File: src/rtl/shp_pkg.sv
package shp_pkg;

    localparam int STAT_W = 8;

    localparam logic [STAT_W-1:0] MASK_A_IN  = 8'h38;
    localparam logic [STAT_W-1:0] MASK_A_OUT = 8'hC8;
    localparam logic [STAT_W-1:0] MASK_B     = 8'h07;

    typedef struct packed {
        logic flag;
        logic en;
        logic req;
    } hs_view_t;

    typedef struct packed {
        logic [STAT_W-1:0] bits;
        logic [STAT_W-1:0] mask;
    } stat_t;

    function automatic stat_t place_status(input logic group_a,
                                           input logic is_in,
                                           input hs_view_t v);
        stat_t s;
        s.bits = '0;
        s.mask = '0;
        if (group_a) begin
            if (is_in) begin
                s.bits[5] = v.flag;
                s.bits[4] = v.en;
                s.bits[3] = v.req;
                s.mask    = MASK_A_IN;
            end else begin
                s.bits[7] = v.flag;
                s.bits[6] = v.en;
                s.bits[3] = v.req;
                s.mask    = MASK_A_OUT;
            end
        end else begin
            s.bits[2] = v.en;
            s.bits[1] = v.flag;
            s.bits[0] = v.req;
            s.mask    = MASK_B;
        end
        return s;
    endfunction

endpackage

File: src/rtl/shp_sync.sv
module shp_sync #(
    parameter int STAGES = 2
) (
    input  logic clk,
    input  logic rst,
    input  logic d,
    output logic q
);
    logic [STAGES-1:0] chain;

    generate
        for (genvar i = 0; i < STAGES; i++) begin : g_stage
            if (i == 0) begin : g_first
                always_ff @(posedge clk) begin
                    if (rst) chain[0] <= 1'b1;
                    else     chain[0] <= d;
                end
            end else begin : g_next
                always_ff @(posedge clk) begin
                    if (rst) chain[i] <= 1'b1;
                    else     chain[i] <= chain[i-1];
                end
            end
        end
    endgenerate

    assign q = chain[STAGES-1];
endmodule

File: src/rtl/shp_edge.sv
module shp_edge (
    input  logic clk,
    input  logic rst,
    input  logic lvl,
    output logic start,
    output logic stop,
    output logic busy
);
    logic lvl_q;

    always_ff @(posedge clk) begin
        if (rst) lvl_q <= 1'b0;
        else     lvl_q <= lvl;
    end

    assign start = lvl & ~lvl_q;
    assign stop  = ~lvl & lvl_q;
    assign busy  = lvl | lvl_q;
endmodule

File: src/rtl/shp_in_hs.sv
module shp_in_hs #(
    parameter int DATA_W = 8
) (
    input  logic              clk,
    input  logic              rst,
    input  logic              clr,
    input  logic              stb_low,
    input  logic              rd_start,
    input  logic              rd_stop,
    input  logic              rd_busy,
    input  logic              en,
    input  logic [DATA_W-1:0] din,
    output logic              ibf,
    output logic              req,
    output logic [DATA_W-1:0] latch
);
    always_ff @(posedge clk) begin
        if (rst) begin
            ibf   <= 1'b0;
            req   <= 1'b0;
            latch <= '0;
        end else if (clr) begin
            ibf <= 1'b0;
            req <= 1'b0;
        end else begin
            if (stb_low) begin
                ibf   <= 1'b1;
                latch <= din;
            end else if (rd_stop) begin
                ibf <= 1'b0;
            end

            if (rd_start)
                req <= 1'b0;
            else if (!stb_low && ibf && en && !rd_busy)
                req <= 1'b1;
        end
    end

    assert_ibf_load_R2: assert property (@(posedge clk) disable iff (rst)
        (!clr && stb_low) |=> ibf);
    assert_ibf_drop_R3: assert property (@(posedge clk) disable iff (rst)
        (!clr && rd_stop && !stb_low) |=> !ibf);
    assert_req_clear_R4: assert property (@(posedge clk) disable iff (rst)
        rd_start |=> !req);
    assert_in_idle_R10: assert property (@(posedge clk) disable iff (rst)
        clr |=> (!ibf && !req));
endmodule

File: src/rtl/shp_out_hs.sv
module shp_out_hs (
    input  logic clk,
    input  logic rst,
    input  logic clr,
    input  logic ack_low,
    input  logic wr_start,
    input  logic wr_stop,
    input  logic wr_busy,
    input  logic en,
    output logic obf_n,
    output logic req
);
    always_ff @(posedge clk) begin
        if (rst) begin
            obf_n <= 1'b1;
            req   <= 1'b0;
        end else if (clr) begin
            obf_n <= 1'b1;
            req   <= 1'b0;
        end else begin
            if (wr_stop)
                obf_n <= 1'b0;
            else if (ack_low)
                obf_n <= 1'b1;

            if (wr_start)
                req <= 1'b0;
            else if (!ack_low && obf_n && en && !wr_busy)
                req <= 1'b1;
        end
    end

    assert_obf_low_R5: assert property (@(posedge clk) disable iff (rst)
        (!clr && wr_stop) |=> !obf_n);
    assert_obf_ack_R6: assert property (@(posedge clk) disable iff (rst)
        (!clr && ack_low && !wr_stop) |=> obf_n);
    assert_req_wr_R6: assert property (@(posedge clk) disable iff (rst)
        wr_start |=> !req);
    assert_out_idle_R10: assert property (@(posedge clk) disable iff (rst)
        clr |=> (obf_n && !req));
endmodule

File: src/rtl/shp_group.sv
module shp_group #(
    parameter int DATA_W      = 8,
    parameter int SYNC_STAGES = 2,
    parameter bit GROUP_A     = 1'b1
) (
    input  logic              clk,
    input  logic              rst,
    input  logic              strobed,
    input  logic              dir_in,
    input  logic              intr_en,
    input  logic              host_rd,
    input  logic              host_wr,
    input  logic [DATA_W-1:0] host_wdata,
    input  logic [DATA_W-1:0] per_din,
    input  logic              hs_n,
    output logic [DATA_W-1:0] rd_data,
    output logic [DATA_W-1:0] port_out,
    output logic              port_oe,
    output logic              flag_out,
    output logic              intr,
    output logic [7:0]        status_bits,
    output logic [7:0]        status_mask
);
    import shp_pkg::*;

    logic mode_q, dir_q, cfg_chg;
    logic hs_sync, hs_low;
    logic rd_start, rd_stop, rd_busy;
    logic wr_start, wr_stop, wr_busy;
    logic in_clr, out_clr;
    logic ibf, in_req, obf_n, out_req;
    logic [DATA_W-1:0] in_latch, out_q;
    hs_view_t view;
    stat_t    stat;

    always_ff @(posedge clk) begin
        if (rst) begin
            mode_q <= 1'b0;
            dir_q  <= 1'b1;
        end else begin
            mode_q <= strobed;
            dir_q  <= dir_in;
        end
    end

    assign cfg_chg = (strobed ^ mode_q) | (dir_in ^ dir_q);
    assign in_clr  = ~(strobed & dir_in) | cfg_chg;
    assign out_clr = ~(strobed & ~dir_in) | cfg_chg;

    shp_sync #(.STAGES(SYNC_STAGES)) u_sync (
        .clk(clk), .rst(rst), .d(hs_n), .q(hs_sync)
    );
    assign hs_low = ~hs_sync;

    shp_edge u_rd_edge (
        .clk(clk), .rst(rst), .lvl(host_rd),
        .start(rd_start), .stop(rd_stop), .busy(rd_busy)
    );
    shp_edge u_wr_edge (
        .clk(clk), .rst(rst), .lvl(host_wr),
        .start(wr_start), .stop(wr_stop), .busy(wr_busy)
    );

    shp_in_hs #(.DATA_W(DATA_W)) u_in (
        .clk(clk), .rst(rst), .clr(in_clr), .stb_low(hs_low),
        .rd_start(rd_start), .rd_stop(rd_stop), .rd_busy(rd_busy),
        .en(intr_en), .din(per_din),
        .ibf(ibf), .req(in_req), .latch(in_latch)
    );

    shp_out_hs u_out (
        .clk(clk), .rst(rst), .clr(out_clr), .ack_low(hs_low),
        .wr_start(wr_start), .wr_stop(wr_stop), .wr_busy(wr_busy),
        .en(intr_en), .obf_n(obf_n), .req(out_req)
    );

    always_ff @(posedge clk) begin
        if (rst)          out_q <= '0;
        else if (host_wr) out_q <= host_wdata;
    end

    assign port_out = out_q;
    assign port_oe  = ~dir_in;
    assign rd_data  = (strobed & dir_in) ? in_latch : per_din;
    assign flag_out = dir_in ? ibf : obf_n;
    assign intr     = strobed & intr_en & (dir_in ? in_req : out_req);

    always_comb begin
        view.flag = flag_out;
        view.en   = intr_en;
        view.req  = intr;
        stat      = place_status(GROUP_A, dir_in, view);
        if (!strobed) begin
            stat.bits = '0;
            stat.mask = '0;
        end
    end

    assign status_bits = stat.bits;
    assign status_mask = stat.mask;

    assert_mask_R8: assert property (@(posedge clk) disable iff (rst)
        strobed |-> ($countones(status_mask) == 3));
    assert_mask_off_R10: assert property (@(posedge clk) disable iff (rst)
        !strobed |-> (status_mask == 8'h00));
    assert_gate_R7: assert property (@(posedge clk) disable iff (rst)
        !intr_en |-> !intr);
endmodule

File: config.mk
export PLATFORM = sky130hd
export DESIGN_NAME = shp_group
export DESIGN_NICKNAME = d
export VERILOG_FILES = /design/src/rtl/shp_pkg.sv /design/src/rtl/shp_sync.sv /design/src/rtl/shp_edge.sv /design/src/rtl/shp_in_hs.sv /design/src/rtl/shp_out_hs.sv /design/src/rtl/shp_group.sv
export SDC_FILE = /design/constraint.sdc
export NUM_CORES = 1
export LEC_CHECK = 0
export BUFFER_PORTS_ARGS = -buffer_cell sky130_fd_sc_hd__buf_2
export CAP_MARGIN = 20
export CORE_MARGIN = 8
export CORE_UTILIZATION = 48
export DETAILED_ROUTE_END_ITERATION = 16
export PLACE_DENSITY = 0.8
export SLEW_MARGIN = 20
export SYNTH_ARGS = -nofsm -noshare
export SYNTH_HDL_FRONTEND = slang
export SYNTH_SLANG_ARGS = --single-unit
export TNS_END_PERCENT = 20
File: constraint.sdc
create_clock -name clk -period 1.83 [get_ports clk]
set_clock_uncertainty 0.15 [all_clocks]
set_input_delay 0.0915 -clock clk [delete_from_list [all_inputs] [get_ports clk]]
set_output_delay 0.0915 -clock clk [all_outputs]
set_load 0.03 [all_outputs]
==> impl_metrics.py, run 1 <==
metrics = {
    "yosys": {
        "synth_cell_types": 27,
        "synth_ff_type": "dfxtp_1",
        "async_flop_share": 0,
        "synth-seq-cells": 26,
        "synth_top_area_share": 0.427,
        "yosysSeqAreaShare": 0.427,
        "yosysWarnings": 0,
        "synth_area_leaders": "dfxtp_1 43%, mux2i_1 14%, nand2b_1 8.7%",
        "synth_top_area_cell": "dfxtp_1",
        "syn_avg_cell_area_um2": 9.68,
        "synthesis.instances": 126,
        "synth_edf_count": 0,
        "netlist_area_mm2": 0.00122,
    },
    "floorplanning": {
        "core_mm2": 0.00243,
        "dieArea_mm2": 0.00441,
        "io_pins": 59,
        "dieHeight_um": 66.4,
        "die_w_um": 66.4,
        "initial_core_util": 0.502,
        "rows": 18,
    },
    "sta": {
        "max_freq_mhz": 573,
        "fin_crit_ns": 1.75,
        "tightest_slew_ns": 0.501,
        "maxSlewViolCount": 0,
        "whs_ns": 0.0149,
        "finalSetupViolations": 0,
        "rsz0062_at_grt": "false",
        "period_share": 0.954,
        "slew_headroom": 0.665,
        "tns_ns": 0,
        "setup_ws_ns": 0.0838,
        "hold_viol_final": 0,
    },
    "cells_and_area": {
        "final_cell_area_mm2": 0.00168,
        "nNetsFinal": 218,
        "multi_input_area_um2": 604,
        "fillers": 183,
        "n_antenna_cell": 0,
        "drive_gt1_frac": 0.358,
        "register_area_um2": 520,
        "area_growth_pct": 37.8,
    },
    "clock_tree": {
        "cts_sinks": 26,
        "clk_path_buf_depth": 2,
        "cts_setup_buffers": 0,
        "clk_latency_ns": 0.31,
        "cts_root_buf": "clkbuf_4",
        "clkTransAtPathRegs_ns": 0.13,
        "h-tree-depth": 1,
        "cts_tree": "yes",
        "cts_buffers": 3,
    },
    "worst_hold_path": {
        "worstHoldEndpoint": "u_wr_edge.lvl_q",
        "min_from": "host_wr",
        "hold_class": "in2reg",
        "hold-path-cell-count": 3,
    },
    "detailed_routing": {
        "remaining_drc_errors": 0,
        "first_pass_iters": 4,
        "vias": 1086,
        "wl_per_cell_um": 14.0,
        "first_iter_violations": 40,
        "postRouteWirelength_um": 3130,
        "routed_via_density": 4.87,
        "drtAntennaViolNets": 0,
    },
    "setup_path": {
        "crit-reg2reg-launch": "dir_q",
        "crit_path_start": "dir_in",
        "critPathMaxStageDelay_ns": 0.53,
        "start_kind": "input port",
        "crit_fanout": 10,
        "path_cells": "dlygate4sd3_1 > buf_2 > nand2_4 > mux2_2 > buf_2",
        "critPathMostFrequentCell": "buf_2",
        "reg2reg_depth": 3,
        "crit_type": "in2out",
        "cp.required_ns": 1.59,
        "cp.arrival_ns": 1.50,
        "timing.rr.end": "u_in.latch[0]",
        "cpMaxStageDelayCell": "dlygate4sd3_1",
        "endpoint_kind": "primary output",
        "r2r_setup_slack_ns": 0.45,
        "path_buf_inv": 3,
        "path_delay_family": "buffers and inverters",
    },
    "power_and_ir_drop": {
        "p_leak_nw": 0.822,
        "vdd_ir_drop_max_mv": 0.664,
        "finalPower_mw": 1.14,
        "power_density_mw_per_mm2": 679,
    },
    "grt": {
        "antenna_found_initial": 0,
        "grt_max_degree": 33,
        "grt-ovfl-total": 0,
        "grt_pass1_vias": 1087,
        "track_usage": 0.139,
        "grt_pass1_wl_um": 4890,
    },
    "placed_design": {
        "dp_slack_ns": 0.450,
        "placed_cell_area_mm2": 0.00145,
        "place_hpwl_um": 2140,
        "finalWeightedCongestion": 0.801,
        "numPortBuffers": 52,
    },
    "outcome": {
        "status": "finished, final reports clean",
    },
    "run": {
        "cap_viol_max_count": 0,
    },
}
-- repair_timing --
item                                   4_1_cts  5_1_grt
hold buffers                                20        0
resized for setup                            0        0
endpoints found under the hold margin       22        0
-- per-layer routing --
metal	part of all wire	up-vias	track usage
met1	0.37	496	0.149
met2	0.50	42	0.241
met4	0.036	0	0.0747
met5	0	-	0
met3	0.092	10	0.0390
li1	-	538	-
-- cells in the mapped netlist (all sizes together), types with 2 or more instances --
master   n
and3     2
buf     11
clkbuf   3
dfxtp   26
inv      6
mux2     8
mux2i   17
nand2    5
nand2b  17
nor2    12
nor2b    2
o21ai    2
or2      3
-- layout by cell type, fill, tap and decap left out, types with 2 or more instances in the layout --
cell type	instances
nand2b_1	17
mux2_2	8
mux2i_1	17
o21ai_0	2
nand2_1	4
dlygate4sd3_1	20
or2_2	3
clkbuf_4	3
buf_2	52
conb_1	6
inv_1	6
dfxtp_1	26
nor2_1	12
nor2b_1	2
and3_1	2
-- cell families (layout without fill, tap and decap cells) --
group / Yosys count / after routing / share of synthesized area
AO/OA/AOI/OAI: 7 / 7 / 0.0369
buffers and inverters: 20 / 82 / 0.0933
flip-flops: 26 / 26 / 0.427
multiplexers: 25 / 25 / 0.213
other: 1 / 6 / 0.00307
AND/OR/NAND/NOR: 47 / 47 / 0.227
-- state kept, by name, summed over array words and instances (netlist names) --
signal           cells
dir_q                1
u_out.obf_n          1
u_sync.q             1
mode_q               1
u_in.latch           8
u_wr_edge.lvl_q      1
u_rd_edge.lvl_q      1
u_in.ibf             1
u_sync.chain         1
u_out.req            1
port_out             8
u_in.req             1
-- worst max-delay path by stage --
stage	endpoint	slack, ns	depth (start not counted)
detailed placement	u_in.latch[0]	0.45	4
floorplan	status_bits[6]	0.41	5
finish	rd_data[3]	0.08	5
CTS	rd_data[3]	0.08	5
global placement	u_in.latch[4]	0.54	4
global route	rd_data[2]	0.04	5
-- report_power, final --
part           leakage [nW]  switching (mW)  internal (mW)
logic                 0.588           0.158          0.106
clock network        0.0210           0.161          0.122
registers             0.213          0.0110          0.584
-- stage by stage --
step / util / cells
floorplan: - / 131
global placement: 0.594 / 199
detailed placement: 0.594 / 199
CTS: 0.691 / 223
global route: 0.691 / 223
finish: 0.691 / 223
-- cell type report --
type	count	share of cell area
well taps	30	0.0223
flip-flops and latches	26	0.310
multi-input cells	85	0.359
clock buffers	4	0.0216
inverters	6	0.0134
repair buffers	72	0.274
-- worst reg2reg max path, delay by kind of cell (launching register included) --
family,cells,cell delay (ns)
simple gates,2,0.50
mux,1,0.26
flops,1,0.40
Power figures use the tool's default switching activity.
==> run 2: changes to the inputs <==
--- a/config.mk
+++ b/config.mk
@@ -10,7 +10,8 @@
 export CORE_MARGIN = 8
 export CORE_UTILIZATION = 48
 export DETAILED_ROUTE_END_ITERATION = 16
-export PLACE_DENSITY = 0.8
+export GPL_TIMING_DRIVEN = 0
+export PLACE_DENSITY = 0.83
 export SLEW_MARGIN = 20
 export SYNTH_ARGS = -nofsm -noshare
 export SYNTH_HDL_FRONTEND = slang
==> run 2 against run 1 <==
  * Global-route usage increased by 0.60 points
  * Sequential power about the same
  * Count of clock-buffer cells in the layout unchanged
  * Flip-flop and latch count unchanged
  * Setup slack got worse by 0.0040 ns
  * Critical path type unchanged
  * Largest power group unchanged
  * Via count increased by 3.2%
  * Die area unchanged
  * Critical path depth unchanged
  * Core utilization increased by 3.8 points
  * Cell count increased by 5.8%
  * Largest cell class unchanged
  * Fmax decreased by 0.23%
  * Register-to-register slack got worse by 0.02 ns
==> impl_metrics.py, run 2 (same netlist as run 1, synthesis figures left out) <==
metrics = {
    "outcome": {
        "status": "finished, final reports clean",
    },
    "sta": {
        "whs_ns": 0.0252,
        "hold_viol_final": 0,
        "finalSetupViolations": 0,
        "maxSlewViolCount": 0,
        "tightest_slew_ns": 0.550,
        "fin_crit_ns": 1.75,
        "slew_headroom": 0.632,
        "rsz0062_at_grt": "false",
        "period_share": 0.956,
        "max_freq_mhz": 571,
        "tns_ns": 0,
    },
    "setup_path": {
        "cp.required_ns": 1.59,
        "start_kind": "input port",
        "endpoint_kind": "primary output",
        "timing.rr.end": "u_in.latch[5]",
        "crit_type": "in2out",
        "crit_fanout": 10,
        "critPathCapture": "rd_data[0]",
        "reg2reg_depth": 3,
        "crit-reg2reg-launch": "dir_q",
        "r2r_setup_slack_ns": 0.43,
        "crit_path_start": "strobed",
        "cp.arrival_ns": 1.51,
    },
    "grt": {
        "grt_max_degree": 15,
        "track_usage": 0.145,
        "grt_pass1_vias": 1112,
        "grt_pass1_wl_um": 5040,
        "grt-ovfl-total": 0,
        "antenna_found_initial": 0,
    },
    "detailed_routing": {
        "routed_via_density": 4.75,
        "first_pass_iters": 4,
        "vias": 1121,
        "wl_per_cell_um": 13.9,
        "remaining_drc_errors": 0,
        "first_iter_violations": 17,
        "postRouteWirelength_um": 3290,
        "drtAntennaViolNets": 0,
    },
    "power_and_ir_drop": {
        "p_comb_frac": 0.246,
        "power_switching_mw": 0.338,
        "p_leak_nw": 0.878,
        "clockPowerShare": 0.245,
        "power_density_mw_per_mm2": 658,
        "switching_share": 0.290,
        "intPower_mw": 0.828,
        "pwr-share-seq": 0.510,
        "vdd_ir_drop_max_mv": 0.570,
    },
    "clock_tree": {
        "cts_sinks": 26,
        "cts_tree": "yes",
        "cts_resized": 0,
        "clkTransAtPathRegs_ns": 0.13,
        "cts_root_buf": "clkbuf_4",
        "h-tree-depth": 1,
        "cts_buffers": 3,
        "clk_path_buf_depth": 2,
        "clk_latency_ns": 0.31,
        "cts_hold_buffers": 21,
        "cts_setup_buffers": 0,
    },
    "worst_hold_path": {
        "hold_class": "in2reg",
    },
    "floorplanning": {
        "die_w_um": 66.4,
        "rows": 18,
        "dieArea_mm2": 0.00441,
        "dieHeight_um": 66.4,
        "initial_core_util": 0.502,
        "io_pins": 59,
        "core_mm2": 0.00243,
    },
    "placed_design": {
        "place_hpwl_um": 2240,
        "numPortBuffers": 50,
        "finalWeightedCongestion": 0.744,
        "placed_cell_area_mm2": 0.00153,
    },
    "cells_and_area": {
        "layout_commonest_cell": "buf_2",
        "fin_util": 0.729,
        "n_antenna_cell": 0,
        "area_growth_pct": 45.3,
        "nNetsFinal": 231,
        "drive_gt1_frac": 0.379,
        "final_cell_area_mm2": 0.00177,
        "final_cell_mix": "51 x buf_2, 26 x dfxtp_1, 21 x dlygate4sd3_1, 17 x mux2i_1, 17 x nand2b_1",
    },
    "run": {
        "cap_viol_max_count": 0,
    },
}
[run 2: cell count changes in the layout (fill, tap and decap cells not counted), sizes merged]
cell	delta
buf	+9
clkbuf	+3
dlygate4sd3	+1
[run 2: final cells by class]
| class | instances | area [µm²] |
|---|---|---|
| inverters | 6 | 22.5 |
| repair buffers | 71 | 460 |
| fillers | 192 | 659 |
| flip-flops and latches | 26 | 520 |
| multi-input cells | 85 | 604 |
| clock buffers | 4 | 36.3 |
| well taps | 30 | 37.5 |
| plain buffers | 14 | 91.3 |
[run 2: metal layers]
metal	GRT usage	share of wire
met1	0.148	0.37
met2	0.271	0.54
met3	0.0271	0.069
met4	0.0747	0.015
met5	0	0
[run 2: worst min path at each step]
stage | from | end | slack, ns | cells past startpoint
finish | host_wr | u_wr_edge.lvl_q | 0.03 | 3
global placement | hs_n | u_sync.chain[0] | 0.13 | 2
floorplan | host_rd | u_in.req | 0.04 | 1
CTS | host_wr | u_wr_edge.lvl_q | 0.002 | 3
detailed placement | hs_n | u_sync.chain[0] | 0.13 | 2
global route | intr_en | u_in.req | 0.03 | 3
[run 2: power by group through the flow]
stage / sequential, mW / combinational, mW / clock, mW
final: 0.595 / 0.286 / 0.285
after detailed placement: 0.607 / 0.247 / 0
after CTS: 0.594 / 0.282 / 0.293
after floorplan: 0.626 / 0.153 / 0
after global placement: 0.605 / 0.242 / 0
after global routing: 0.597 / 0.304 / 0.314
[run 2: worst max-delay path: stages]
cell           delay [ns]
dlygate4sd3_1        0.54
buf_2                0.18
nand2_4              0.16
mux2_2               0.36
buf_2                0.18
[run 2: metrics by stage]
| stage | worst slack, ns | total power [mW] | std cells |
|---|---|---|---|
| after floorplan | 0.405 | 0.779 | 131 |
| after global placement | 0.525 | 0.847 | 211 |
| after detailed placement | 0.442 | 0.854 | 211 |
| after CTS | 0.0966 | 1.17 | 236 |
| after global routing | 0.0531 | 1.22 | 236 |
| final | 0.0798 | 1.17 | 236 |
==> run 3: changes to the inputs <==
--- a/config.mk
+++ b/config.mk
@@ -8,10 +8,10 @@
 export BUFFER_PORTS_ARGS = -buffer_cell sky130_fd_sc_hd__buf_2
 export CAP_MARGIN = 20
 export CORE_MARGIN = 8
-export CORE_UTILIZATION = 48
+export CORE_UTILIZATION = 45
 export DETAILED_ROUTE_END_ITERATION = 16
 export GPL_TIMING_DRIVEN = 0
-export PLACE_DENSITY = 0.83
+export PLACE_DENSITY = 0.78
 export SLEW_MARGIN = 20
 export SYNTH_ARGS = -nofsm -noshare
 export SYNTH_HDL_FRONTEND = slang
==> constraint.sdc (replaced) <==
create_clock -name clk -period 1.7 [get_ports clk]
set_clock_uncertainty 0.15 [all_clocks]
set_input_delay 0.085 -clock clk [delete_from_list [all_inputs] [get_ports clk]]
set_output_delay 0.085 -clock clk [all_outputs]
set_load 0.03 [all_outputs]
==> run 3 against run 2 <==
  * Sequential power grew 7.6%
  * Combinational power grew 7.3%
  * Critical endpoint is now rd_data[3]
  * Critical path type unchanged
  * Largest power group unchanged
  * Critical path depth shrank 1
  * Core utilization shrank 5.3 points
  * Power grew 16%
==> impl_metrics.py, run 3 (same netlist as run 1, synthesis figures left out) <==
metrics = {
    "outcome": {
        "status": "finished, final reports clean",
    },
    "cells_and_area": {
        "final_cell_mix": "51 x buf_2, 26 x dfxtp_1, 22 x dlygate4sd3_1, 17 x mux2i_1, 17 x nand2b_1",
        "nNetsFinal": 232,
        "fin_util": 0.676,
        "n_antenna_cell": 0,
        "layout_commonest_cell": "buf_2",
        "drive_gt1_frac": 0.377,
        "fillers": 215,
        "area_growth_pct": 47.6,
    },
    "sta": {
        "rsz0062_at_grt": "false",
        "slew_headroom": 0.643,
        "setup_ws_ns": 0.291,
        "tns_ns": 0,
        "maxSlewViolCount": 0,
        "fin_crit_ns": 1.41,
        "period_share": 0.829,
        "finalSetupViolations": 0,
        "tightest_slew_ns": 0.534,
        "hold_viol_final": 0,
        "max_freq_mhz": 710,
    },
    "clock_tree": {
        "cts_buffers": 3,
        "cts_root_buf": "clkbuf_4",
        "cts_tree": "yes",
        "clkTransAtPathRegs_ns": 0.13,
        "cts_sinks": 26,
        "h-tree-depth": 1,
        "clk_path_buf_depth": 2,
        "clk_latency_ns": 0.31,
        "cts_setup_buffers": 0,
    },
    "setup_path": {
        "cp.arrival_ns": 1.17,
        "reg2reg_depth": 3,
        "crit_type": "in2out",
        "endpoint_kind": "primary output",
        "crit-reg2reg-launch": "dir_q",
        "start_kind": "input port",
        "crit_fanout": 2,
        "r2r_setup_slack_ns": 0.30,
        "cp.required_ns": 1.46,
        "timing.rr.end": "u_in.latch[6]",
    },
    "worst_hold_path": {
        "min_from": "strobed",
        "hold_class": "in2reg",
        "hold-path-cell-count": 3,
        "worstHoldEndpoint": "u_out.req",
    },
    "detailed_routing": {
        "wl_per_cell_um": 12.7,
        "remaining_drc_errors": 0,
        "routed_via_density": 4.68,
        "first_iter_violations": 33,
        "first_pass_iters": 4,
        "drtAntennaViolNets": 0,
        "vias": 1114,
        "postRouteWirelength_um": 3030,
    },
    "grt": {
        "track_usage": 0.135,
        "grt-ovfl-total": 0,
        "grt_pass1_vias": 1147,
        "grt_pass1_wl_um": 4950,
        "antenna_found_initial": 0,
        "grt_max_degree": 16,
    },
    "power_and_ir_drop": {
        "vdd_ir_drop_max_mv": 0.507,
        "power_density_mw_per_mm2": 753,
        "p_leak_nw": 0.889,
        "finalPower_mw": 1.36,
    },
    "floorplanning": {
        "initial_core_util": 0.458,
        "core_mm2": 0.00266,
        "die_w_um": 68.1,
        "io_pins": 59,
        "dieArea_mm2": 0.00463,
        "rows": 19,
        "dieHeight_um": 68.1,
    },
    "placed_design": {
        "numPortBuffers": 50,
        "place_hpwl_um": 2250,
        "finalWeightedCongestion": 0.749,
        "dp_slack_ns": 0.350,
    },
    "run": {
        "cap_viol_max_count": 0,
    },
}
-- run 3: cell count changes in the layout (fill, tap and decap cells not counted), sizes merged --
cell         before  now
clkbuf            7    6
dlygate4sd3      21   22
bufinv            0    1
-- run 3: final cells by class --
cell class	instances	area [µm²]	share of cell area
Tap cell	31	38.8	0.0215
Buffer	14	91.3	0.0507
Clock buffer	3	22.5	0.0125
Clock inverter	1	30.0	0.0167
Inverter	6	22.5	0.0125
Sequential cell	26	520	0.289
Multi-Input combinational cell	85	604	0.336
Timing Repair Buffer	72	470	0.261
-- run 3: per-layer routing --
layer	GRT usage	wire, µm	up-vias
met5	0	0	-
met4	0.0537	50	0
met3	0.0295	255	6
met2	0.242	1510	40
met1	0.153	1220	504
li1	-	-	564
-- run 3: power by group --
part | internal (mW) | total (mW) | switching [mW]
sequential | 0.629 | 0.640 | 0.0110
clock | 0.238 | 0.409 | 0.171
combinational | 0.133 | 0.307 | 0.174
total | 1.00 | 1.36 | 0.356
-- run 3: worst max-delay path by stage --
stage / start / end / slack, ns / cells past startpoint
after CTS: per_din[5] / rd_data[5] / 0.29 / 4
after floorplan: dir_in / status_bits[6] / 0.29 / 5
after global placement: dir_q / u_in.latch[5] / 0.38 / 3
final: per_din[3] / rd_data[3] / 0.29 / 4
after detailed placement: dir_q / u_in.latch[1] / 0.35 / 3
after global routing: dir_q / u_in.latch[2] / 0.21 / 3
-- run 3: per-stage QoR --
stage          std cells  cell area, µm²  hold WS [ns]
3_5_place_dp         212            1530         0.127
2_1_floorplan        131            1240        0.0352
4_1_cts              238            1800       0.00574
3_3_place_gp         212            1530         0.122
6_report             238            1800        0.0167
5_1_grt              238            1800        0.0236
-- run 3: critical path: stages --
cell           delay (ns)
dlygate4sd3_1        0.54
buf_2                0.13
mux2_2               0.25
buf_2                0.17
-- run 3: timing repair --
item,4_1_cts,5_1_grt
hold buffers,22,0
endpoints found under the hold margin,25,0
endpoints found under the setup margin,0,0
gates resized for setup,0,0
